<file path="config.mk">
export PLATFORM = sky130hd
export DESIGN_NAME = trap_unit
export DESIGN_NICKNAME = d
export VERILOG_FILES = /design/src/rtl/trap_pkg.sv /design/src/rtl/trap_cond_eval.sv /design/src/rtl/trap_msr_merge.sv /design/src/rtl/trap_exec_logic.sv /design/src/rtl/trap_unit.sv
export SDC_FILE = /design/constraint.sdc
export NUM_CORES = 1
export LEC_CHECK = 0
export BUFFER_PORTS_ARGS = -buffer_cell sky130_fd_sc_hd__buf_2
export CORE_AREA = 8 8 307 309
export DETAILED_ROUTE_END_ITERATION = 10
export DIE_AREA = 0 0 315 317
export PLACE_DENSITY = 0.53
export SYNTH_ARGS = -nofsm -noshare
export SYNTH_HDL_FRONTEND = slang
export SYNTH_SLANG_ARGS = --single-unit
export TNS_END_PERCENT = 30
</file>
<file path="constraint.sdc">
create_clock -name clk -period 9.43 [get_ports clk]
set_clock_uncertainty 0.05 [all_clocks]
set_input_delay 0.4715 -clock clk [delete_from_list [all_inputs] [get_ports clk]]
set_output_delay 0.4715 -clock clk [all_outputs]
set_load 0.02 [all_outputs]
</file>
<file path="src/rtl/trap_pkg.sv">
package trap_pkg;
    localparam int XLEN = 64;

    typedef enum logic [2:0] {
        OP_TD    = 3'd0,
        OP_TW    = 3'd1,
        OP_TDI   = 3'd2,
        OP_TWI   = 3'd3,
        OP_MTMSR = 3'd4,
        OP_MFMSR = 3'd5,
        OP_SC    = 3'd6,
        OP_RFID  = 3'd7
    } trap_op_e;

    typedef enum logic {
        S_IDLE = 1'b0,
        S_HOLD = 1'b1
    } unit_state_e;

    // Map an MSB-first bit index to little-endian position.
    function automatic int le_pos(input int msb_idx);
        return XLEN - 1 - msb_idx;
    endfunction

    function automatic logic [XLEN-1:0] msb_span(input int first, input int last);
        logic [XLEN-1:0] m;
        m = '0;
        for (int i = first; i <= last; i++) m[le_pos(i)] = 1'b1;
        return m;
    endfunction

    localparam logic [XLEN-1:0] MSR_FULL =
        msb_span(0, 32) | msb_span(37, 41) | msb_span(48, 63);
    localparam logic [XLEN-1:0] MSR_PART = ~MSR_FULL;

    localparam int MSR_SF    = le_pos(0);
    localparam int MSR_EE    = le_pos(48);
    localparam int MSR_PR    = le_pos(49);
    localparam int MSR_IR    = le_pos(58);
    localparam int MSR_DR    = le_pos(59);
    localparam int SRR1_PRIV = le_pos(45);
    localparam int SRR1_TRAP = le_pos(46);

    typedef struct packed {
        logic [XLEN-1:0] result;
        logic [XLEN-1:0] srr0;
        logic [XLEN-1:0] srr1;
        logic [XLEN-1:0] nia;
        logic [XLEN-1:0] msr;
        logic            srr_we;
    } trap_res_t;
endpackage

</file>
<file path="src/rtl/trap_cond_eval.sv">
module trap_cond_eval #(
    parameter int XW = 64
) (
    input  logic [XW-1:0] a,
    input  logic [XW-1:0] b,
    input  logic          word,
    input  logic [4:0]    to,
    output logic          take
);
    logic [XW-1:0] a_s, b_s, a_u, b_u;
    logic slt, sgt, eq, ult, ugt;

    always_comb begin
        if (word) begin
            a_s = {{(XW-32){a[31]}}, a[31:0]};
            b_s = {{(XW-32){b[31]}}, b[31:0]};
            a_u = {{(XW-32){1'b0}}, a[31:0]};
            b_u = {{(XW-32){1'b0}}, b[31:0]};
        end else begin
            a_s = a;
            b_s = b;
            a_u = a;
            b_u = b;
        end
        slt  = $signed(a_s) < $signed(b_s);
        sgt  = $signed(a_s) > $signed(b_s);
        eq   = a_u == b_u;
        ult  = a_u < b_u;
        ugt  = a_u > b_u;
        take = |(to & {slt, sgt, eq, ult, ugt});
    end
endmodule

</file>
<file path="src/rtl/trap_msr_merge.sv">
module trap_msr_merge #(
    parameter int             XW   = 64,
    parameter logic [XW-1:0]  MASK = '0
) (
    input  logic [XW-1:0] keep,
    input  logic [XW-1:0] src,
    output logic [XW-1:0] merged
);
    for (genvar i = 0; i < XW; i++) begin : g_bit
        if (MASK[i]) begin : g_take
            assign merged[i] = src[i];
        end else begin : g_keep
            assign merged[i] = keep[i];
        end
    end
endmodule

</file>
<file path="src/rtl/trap_exec_logic.sv">
module trap_exec_logic
    import trap_pkg::*;
#(
    parameter int              IMM_W       = 16,
    parameter logic [XLEN-1:0] PROG_VEC    = 64'h700,
    parameter logic [XLEN-1:0] SYSCALL_VEC = 64'hC00,
    parameter int              INSN_BYTES  = 4
) (
    input  logic [2:0]       op,
    input  logic [4:0]       to,
    input  logic [IMM_W-1:0] imm,
    input  logic             irq,
    input  logic [XLEN-1:0]  irq_vec,
    input  logic [XLEN-1:0]  ra,
    input  logic [XLEN-1:0]  rb,
    input  logic [XLEN-1:0]  srr0,
    input  logic [XLEN-1:0]  srr1,
    input  logic [XLEN-1:0]  msr,
    input  logic [XLEN-1:0]  pc,
    output trap_res_t        res
);
    trap_op_e        op_e;
    logic [XLEN-1:0] opnd_b, imm_ext, pc_next;
    logic            is_word, is_imm, take;
    logic [XLEN-1:0] rfid_msr, mt_msr;
    logic            enter, priv_fault;
    logic [XLEN-1:0] vec, ret_addr, reason, entry_msr;

    assign op_e    = trap_op_e'(op);
    assign imm_ext = {{(XLEN-IMM_W){imm[IMM_W-1]}}, imm};
    assign is_word = (op_e == OP_TW) || (op_e == OP_TWI);
    assign is_imm  = (op_e == OP_TDI) || (op_e == OP_TWI);
    assign opnd_b  = is_imm ? imm_ext : rb;
    assign pc_next = pc + XLEN'(INSN_BYTES);

    trap_cond_eval #(.XW(XLEN)) u_cond (
        .a(ra), .b(opnd_b), .word(is_word), .to(to), .take(take)
    );

    trap_msr_merge #(.XW(XLEN), .MASK(MSR_FULL)) u_rfid_merge (
        .keep(msr), .src(srr1), .merged(rfid_msr)
    );

    trap_msr_merge #(.XW(XLEN), .MASK(MSR_FULL)) u_mt_merge (
        .keep(msr), .src(ra), .merged(mt_msr)
    );

    always_comb begin
        entry_msr         = msr;
        entry_msr[MSR_SF] = 1'b1;
        entry_msr[MSR_EE] = 1'b0;
        entry_msr[MSR_PR] = 1'b0;
        entry_msr[MSR_IR] = 1'b0;
        entry_msr[MSR_DR] = 1'b0;
    end

    assign priv_fault = ((op_e == OP_MTMSR) || (op_e == OP_RFID)) && msr[MSR_PR];

    always_comb begin
        res        = '0;
        res.srr0   = srr0;
        res.srr1   = srr1;
        res.nia    = pc_next;
        res.msr    = msr;
        enter      = 1'b0;
        vec        = '0;
        ret_addr   = pc;
        reason     = '0;
        if (irq) begin
            enter = 1'b1;
            vec   = irq_vec;
        end else if (priv_fault) begin
            enter             = 1'b1;
            vec               = PROG_VEC;
            reason[SRR1_PRIV] = 1'b1;
        end else begin
            unique case (op_e)
                OP_TD, OP_TW, OP_TDI, OP_TWI: begin
                    if (take) begin
                        enter             = 1'b1;
                        vec               = PROG_VEC;
                        reason[SRR1_TRAP] = 1'b1;
                    end
                end
                OP_MTMSR: res.msr    = mt_msr;
                OP_MFMSR: res.result = msr;
                OP_SC: begin
                    enter    = 1'b1;
                    vec      = SYSCALL_VEC;
                    ret_addr = pc_next;
                end
                OP_RFID: begin
                    res.nia = {srr0[XLEN-1:2], 2'b00};
                    res.msr = rfid_msr;
                end
                default: ;
            endcase
        end
        if (enter) begin
            res.srr_we = 1'b1;
            res.srr0   = ret_addr;
            res.srr1   = (msr & MSR_FULL) | reason;
            res.nia    = vec;
            res.msr    = entry_msr;
        end
    end
endmodule

</file>
<file path="src/rtl/trap_unit.sv">
module trap_unit
    import trap_pkg::*;
#(
    parameter int          IMM_W       = 16,
    parameter logic [63:0] PROG_VEC    = 64'h700,
    parameter logic [63:0] SYSCALL_VEC = 64'hC00
) (
    input  logic             clk,
    input  logic             rst_n,
    input  logic             in_valid,
    output logic             in_ready,
    input  logic [2:0]       in_op,
    input  logic [4:0]       in_to,
    input  logic [IMM_W-1:0] in_imm,
    input  logic             in_irq,
    input  logic [63:0]      in_irq_vec,
    input  logic [63:0]      in_ra,
    input  logic [63:0]      in_rb,
    input  logic [63:0]      in_srr0,
    input  logic [63:0]      in_srr1,
    input  logic [63:0]      in_msr,
    input  logic [63:0]      in_pc,
    output logic             out_valid,
    input  logic             out_ready,
    output logic [63:0]      out_result,
    output logic [63:0]      out_srr0,
    output logic [63:0]      out_srr1,
    output logic             out_srr_we,
    output logic [63:0]      out_nia,
    output logic [63:0]      out_msr
);
    unit_state_e state_q, state_d;
    trap_res_t   comb_res, res_q;
    logic        accept;

    trap_exec_logic #(
        .IMM_W(IMM_W), .PROG_VEC(PROG_VEC), .SYSCALL_VEC(SYSCALL_VEC), .INSN_BYTES(4)
    ) u_exec (
        .op(in_op), .to(in_to), .imm(in_imm), .irq(in_irq), .irq_vec(in_irq_vec),
        .ra(in_ra), .rb(in_rb), .srr0(in_srr0), .srr1(in_srr1),
        .msr(in_msr), .pc(in_pc), .res(comb_res)
    );

    // State register
    always_ff @(posedge clk) begin
        if (!rst_n) state_q <= S_IDLE;
        else        state_q <= state_d;
    end

    // Transitions: accept (S_IDLE -> S_HOLD), drain (S_HOLD -> S_IDLE)
    always_comb begin
        state_d = state_q;
        unique case (state_q)
            S_IDLE: if (in_valid)  state_d = S_HOLD;
            S_HOLD: if (out_ready) state_d = S_IDLE;
            default: state_d = S_IDLE;
        endcase
    end

    // Handshake outputs
    always_comb begin
        in_ready  = 1'b0;
        out_valid = 1'b0;
        unique case (state_q)
            S_IDLE: in_ready  = 1'b1;
            S_HOLD: out_valid = 1'b1;
            default: ;
        endcase
    end

    assign accept = in_valid && in_ready;

    always_ff @(posedge clk) begin
        if (!rst_n)      res_q <= '0;
        else if (accept) res_q <= comb_res;
    end

    assign out_result = res_q.result;
    assign out_srr0   = res_q.srr0;
    assign out_srr1   = res_q.srr1;
    assign out_srr_we = res_q.srr_we;
    assign out_nia    = res_q.nia;
    assign out_msr    = res_q.msr;
endmodule

</file>
# Word-level counts from Yosys, hierarchy flattened
# Cells that the tools add are included.
# classes
n_addsub	1
n_mul	0
div	0
magnitude_cmp	4
n_eq_ne	8
shifts	0
n_mux	33
bitwise_logic	3
n_reduce_logical	8
# ops
op	count
two-way mux 64 bit	14
two-way mux 257 bit	1
two-way mux 128 bit	2
one-hot mux 64 bit (2 select lines)	2
> comparator 64 bit	2
< comparator 64 bit	2
adder 64 x 3 -> 64 bit (second input constant)	1
== test 64 bit	1
OR 64 x 19 -> 64 bit	1
== test 3 bit (second input constant)	4
two-way mux 11 bit	1
two-way mux 1 bit	10
== test 3 x 2 -> 1 bit (second input constant)	2
AND 5 bit	1
OR reduction 5 bit	1
one-hot mux 1 bit (2 select lines)	2
OR reduction 4 bit	1
== test 3 x 1 -> 1 bit (second input constant)	1
logical NOT 3 bit	1
logical OR 1 bit	3
logical AND 1 bit	2
two-way mux 2 bit	1
NOT 1 bit	1
# word_totals
register_bits	322
latch_bits	0
ram_bits	0
romBits	0
out_inout_bits	323
memories	0

# Logic depth before layout (Yosys ltp)
# logic_depth
depth_word	13
ltp_mapped	21
mapped_depth_nobuf	15

# Modules after synthesis
# A second synthesis with hierarchy kept.
# unflattened
hier_cells	3381
area_unflattened_um2	24531.0
# by_module_without_submodules
mod	n_inst	cells_each	area_each_um2	seq_area_each_um2
trap_unit	1	1397	13062.5	6446.2
trap_exec_logic	1	1410	7463.4	0.0
trap_cond_eval	1	446	3044.2	0.0
trap_msr_merge	2	64	480.5	0.0

# Least setup slack after synthesis
# OpenSTA, ideal clock, no wires.
# synth_timing
path_kind	in2reg
startpoint	in in_op[2]
endpoint	reg res_q (netlist bit out_srr0[35])
setup_ps	126
arrival_time_ps	4261
required_time_ps	9254
setup_slack_ps	4993
path_stages	18
path_cell_list	clkbuf_1 -> nor2b_1 -> clkbuf_1 -> buf_1 -> mux2i_1 -> ha_1 -> a21o_1 -> a21o_1 -> a221o_1 -> o311ai_1 -> nand4_1 -> mux2_1 -> a21oi_2 -> o211ai_2 -> buf_2 -> clkbuf_1 -> o211ai_1 -> nand3_1
# synth_between
elab_chain_cells	12
# synth_rtl
item	line_no	rtl
start: declaration	trap_unit.sv:12	input logic [2:0] in_op,
== test 3 x 2 -> 1 bit (on tied branches)	trap_exec_logic.sv:32, trap_exec_logic.sv:77, trap_exec_logic.sv:31	
logical OR 1 bit	trap_exec_logic.sv:32	assign is_imm = (op_e == OP_TDI) || (op_e == OP_TWI);
two-way mux 64 bit	trap_exec_logic.sv:33	assign opnd_b = is_imm ? imm_ext : rb;
two-way mux 64 bit	trap_cond_eval.sv:14	if (word) begin
> comparator 64 bit (tied with other cells)	trap_cond_eval.sv:29	ugt = a_u > b_u;
AND 5 bit	trap_cond_eval.sv:30	take = |(to & {slt, sgt, eq, ult, ugt});
OR reduction 5 bit	trap_cond_eval.sv:30	
two-way mux 1 bit	trap_exec_logic.sv:79	if (take) begin
one-hot mux 1 bit (2 select lines)	trap_exec_logic.sv:77	unique case (op_e)
two-way mux 1 bit	trap_exec_logic.sv:72	end else if (priv_fault) begin
two-way mux 1 bit	trap_exec_logic.sv:69	if (irq) begin
two-way mux 257 bit (*)	trap_exec_logic.sv:99	if (enter) begin
end signal: assignment	trap_unit.sv:75	else if (accept) res_q <= comb_res;
end: declaration	trap_unit.sv:33	trap_res_t comb_res, res_q;
# Every way passes the cells marked *; elsewhere a longest branch is shown, timed or not.
# A chain may end at the register's enable or synchronous reset.

# Worst setup path in the final report
# layout_timing
startpoint	in in_op[2]
endpoint	reg res_q (netlist bit out_nia[25])
# Same word-level chain as after synthesis.

==> metrics <==
Most used DFF post-synth=dfxtp_1; CP arrival=slightly below 7 ns; Placer Congestion=0.959; fin cells=4404; fmax=159 MHz; Synth-to-Final Area Change=33.2%; later-pin clock latency in the skew report=about 0.57 ns; Final ANT Viol Nets=0; chip height=about 320 um; Crit. path cell count=17; Area contributors post-synth=dfxtp_1 (33%), nand2_1 (6.4%), ha_1 (6.3%); R2R depth=6; first-pass GRT wire length=156000 um; ys async rst share=0%; buffers and inverters on the worst path=2; input/output buffers=799; per-cell routed wire length=25.0 um; top-count cell post-synth=nand2_1; gr ovfl total=0; Reg-to-Reg End=out_nia[53]; Crit path largest cell delay=0.86 ns; CTS tree=built; Num CTS Buffers=42; Synth top cells by count=nand2_1 (331), dfxtp_1 (322), nor2_1 (246); Clock Tree Root=clkbuf_16; CP top delay family=compound AO/OA/AOI/OAI gates; Max Root-Sink Buffers=3; CP cell instances=buf_2 -> nand2b_1 -> o21a_1 -> o21ai_0 -> o21a_1 -> ha_1 -> nand4_1 -> nor4_1 -> nand4_1 -> o21ai_1 -> nor2_1 -> o22a_1 -> o21bai_1 -> o211a_4 -> buf_4 -> o211ai_1 -> a21oi_1; Final Cycle Share=between 60% and 70%; critical path launch point type=input port; final count of hold timing violations=0; Pleak=between 10 and 15 nW; Reg area=~6400 sq um; post-CTS setup buffer count=0; Tot GR Track Use=20.7%; die width=between 300 and 400 um; Synth Net Count=between 3000 and 4000; Crit. End Element=flip-flop; Rows=110; dpl hpwl=83600 um; reg-to-reg slack, setup=6.30 ns; vias in the first global route=22000; setup TNS=0 ns; CTS sink count=322; Syn. warnings=0; placed cells=roughly 4300; CP endpoint=out_nia[25]; Crit Path Category=in -> reg; Die ar.=99900 sq um; initial antenna violation count=40; Worst-path clk slew=0.06 ns; vias per std cell=5.12; Hold Path Class=in -> reg; final total power=4.28 mW; Crit Path Max Fanout=52; run status=finished clean; peak supply drop=around 0.00011 V; H-tree level count=2; Hold Crit Depth=3; layout cells sized above 1=29.7%; RSZ-0062 raised after global routing=no; drt pass-1 iters=6; routed vias=22600; Util after Layout=28.8%; largest net degree at the start of global routing=slightly above 90; PwrDens=166 nW/um^2; core area=89300 sq um; Seq/Total Area, Yosys=33.4%; Nets=3741; num ports=800; relative slew slack=approximately a third; DRC viols=0; Mapped Area=a little under 20000 sq um; synth unique cells=between 70 and 80; first-iteration detailed-routing DRC count=2059; syn_area_per_cell=between 7 and 8 sq um; Period minus WS final=between 6 and 7 ns; EDFF count, synth=0; multi-input combinational cell area=11900 sq um; drt total wl=110000 um; Synth top area share=33.4%; Slew Viols, Final=0; Cells after Synth=about 2500; final setup vio count=0; Critical Path RT=9.89 ns; cell taking the most area after synthesis=dfxtp_1; Starting Density=approximately 22%; worst r2r src=state_q; worst slew pin tran=around 1.0 ns; CP max-delay cell=o21a_1; Crit. Startpoint=in_op[2]; Fillers=approximately 9800; Max-cap violations=0; Seq cells post-synth=322
## area by class of cell
| cell class | instances | share of cell area (%) |
|---|---|---|
| Timing Repair Buffer | 835 | 16.7 |
| Inverter | 26 | 0.389 |
| Clock buffer | 59 | 4.84 |
| Multi-Input combinational cell | 1940 | 46.4 |
| Tap cell | 1176 | 5.72 |
| Clock inverter | 16 | 0.676 |
| Antenna cell | 30 | 0.292 |
| Sequential cell | 322 | 25.0 |
## timing repair
item                                    in CTS  in global routing
endpoints found under the setup margin       0                  0
hold buffers                                 1                  0
resized for setup                            0                  0
endpoints found under the hold margin        1                  0
## cell usage in the layout, fill, tap and decap left out, types with 35 or more instances in the layout
cell	count
a22o_1	49
nor3_1	68
nand2_1	328
a31oi_1	61
nand3_1	125
xor2_1	42
a22oi_1	69
xnor2_1	74
nand4_1	46
clkbuf_16	43
o21ai_0	201
buf_4	35
a21oi_1	155
o21a_1	37
nor2_1	243
dfxtp_1	322
ha_1	97
a221oi_1	88
buf_2	797
## registers in the layout, indices dropped and copies added, names as in the netlist
register and cells:
out_msr 64, out_nia 64, out_result 64, out_srr0 64
out_srr1 64, out_srr_we 1, state_q 1
## worst min path at each step
stage	slack, ns	end	startpoint
final	0.08	out_msr[29]	in_msr[29]
after global routing	0.06	out_srr1[28]	in_srr1[28]
after CTS	0.04	out_srr0[4]	in_srr0[4]
after detailed placement	0.39	out_nia[10]	out_nia[10]
after global placement	0.38	out_nia[10]	out_nia[10]
after floorplan	0.47	out_nia[10]	out_nia[10]
## cell families (layout without fill, tap and decap cells)
kind of cell,Yosys count,after routing,synth area share (%)
multiplexers,34,34,1.77
XOR/XNOR,116,116,5.26
flip-flops,322,322,33.4
AO/OA/AOI/OAI,752,752,25.5
adder cells (fa/ha/maj),97,97,6.28
other,0,30,0
AND/OR/NAND/NOR,941,941,22.4
buffers and inverters,253,936,5.41
## through the flow
step | area [sq um] | hold WS [ns] | setup WS, ns
after global placement | 24200 | 0.375 | 2.77
after global routing | 25700 | 0.0631 | 2.53
after floorplan | 19300 | 0.467 | 4.99
after CTS | 25700 | 0.0419 | 3.26
after detailed placement | 24200 | 0.387 | 2.65
final | 25700 | 0.0835 | 3.13
## worst register-to-register path, cell delays in order, from the launching register on
cell,delay (ns)
dfxtp_1,0.43
inv_1,0.13
nand2_4,0.48
buf_4,0.52
buf_4,0.81
a21oi_1,0.43
a21oi_1,0.23
## metal layers
layer  global-route usage [%]  wire (um)
met3                     5.80       9680
met5                        0         52
met4                     7.35       4130
met2                     33.0      49500
met1                     26.6      46700
## power breakdown
group / internal [mW] / switching, mW / total (mW)
Sequential: 1.46 / 0.0534 / 1.51
Combinational: 0.357 / 0.716 / 1.07
Clock: 1.00 / 0.691 / 1.69
Total: 2.82 / 1.46 / 4.28
Power figures use the tool's default switching activity.
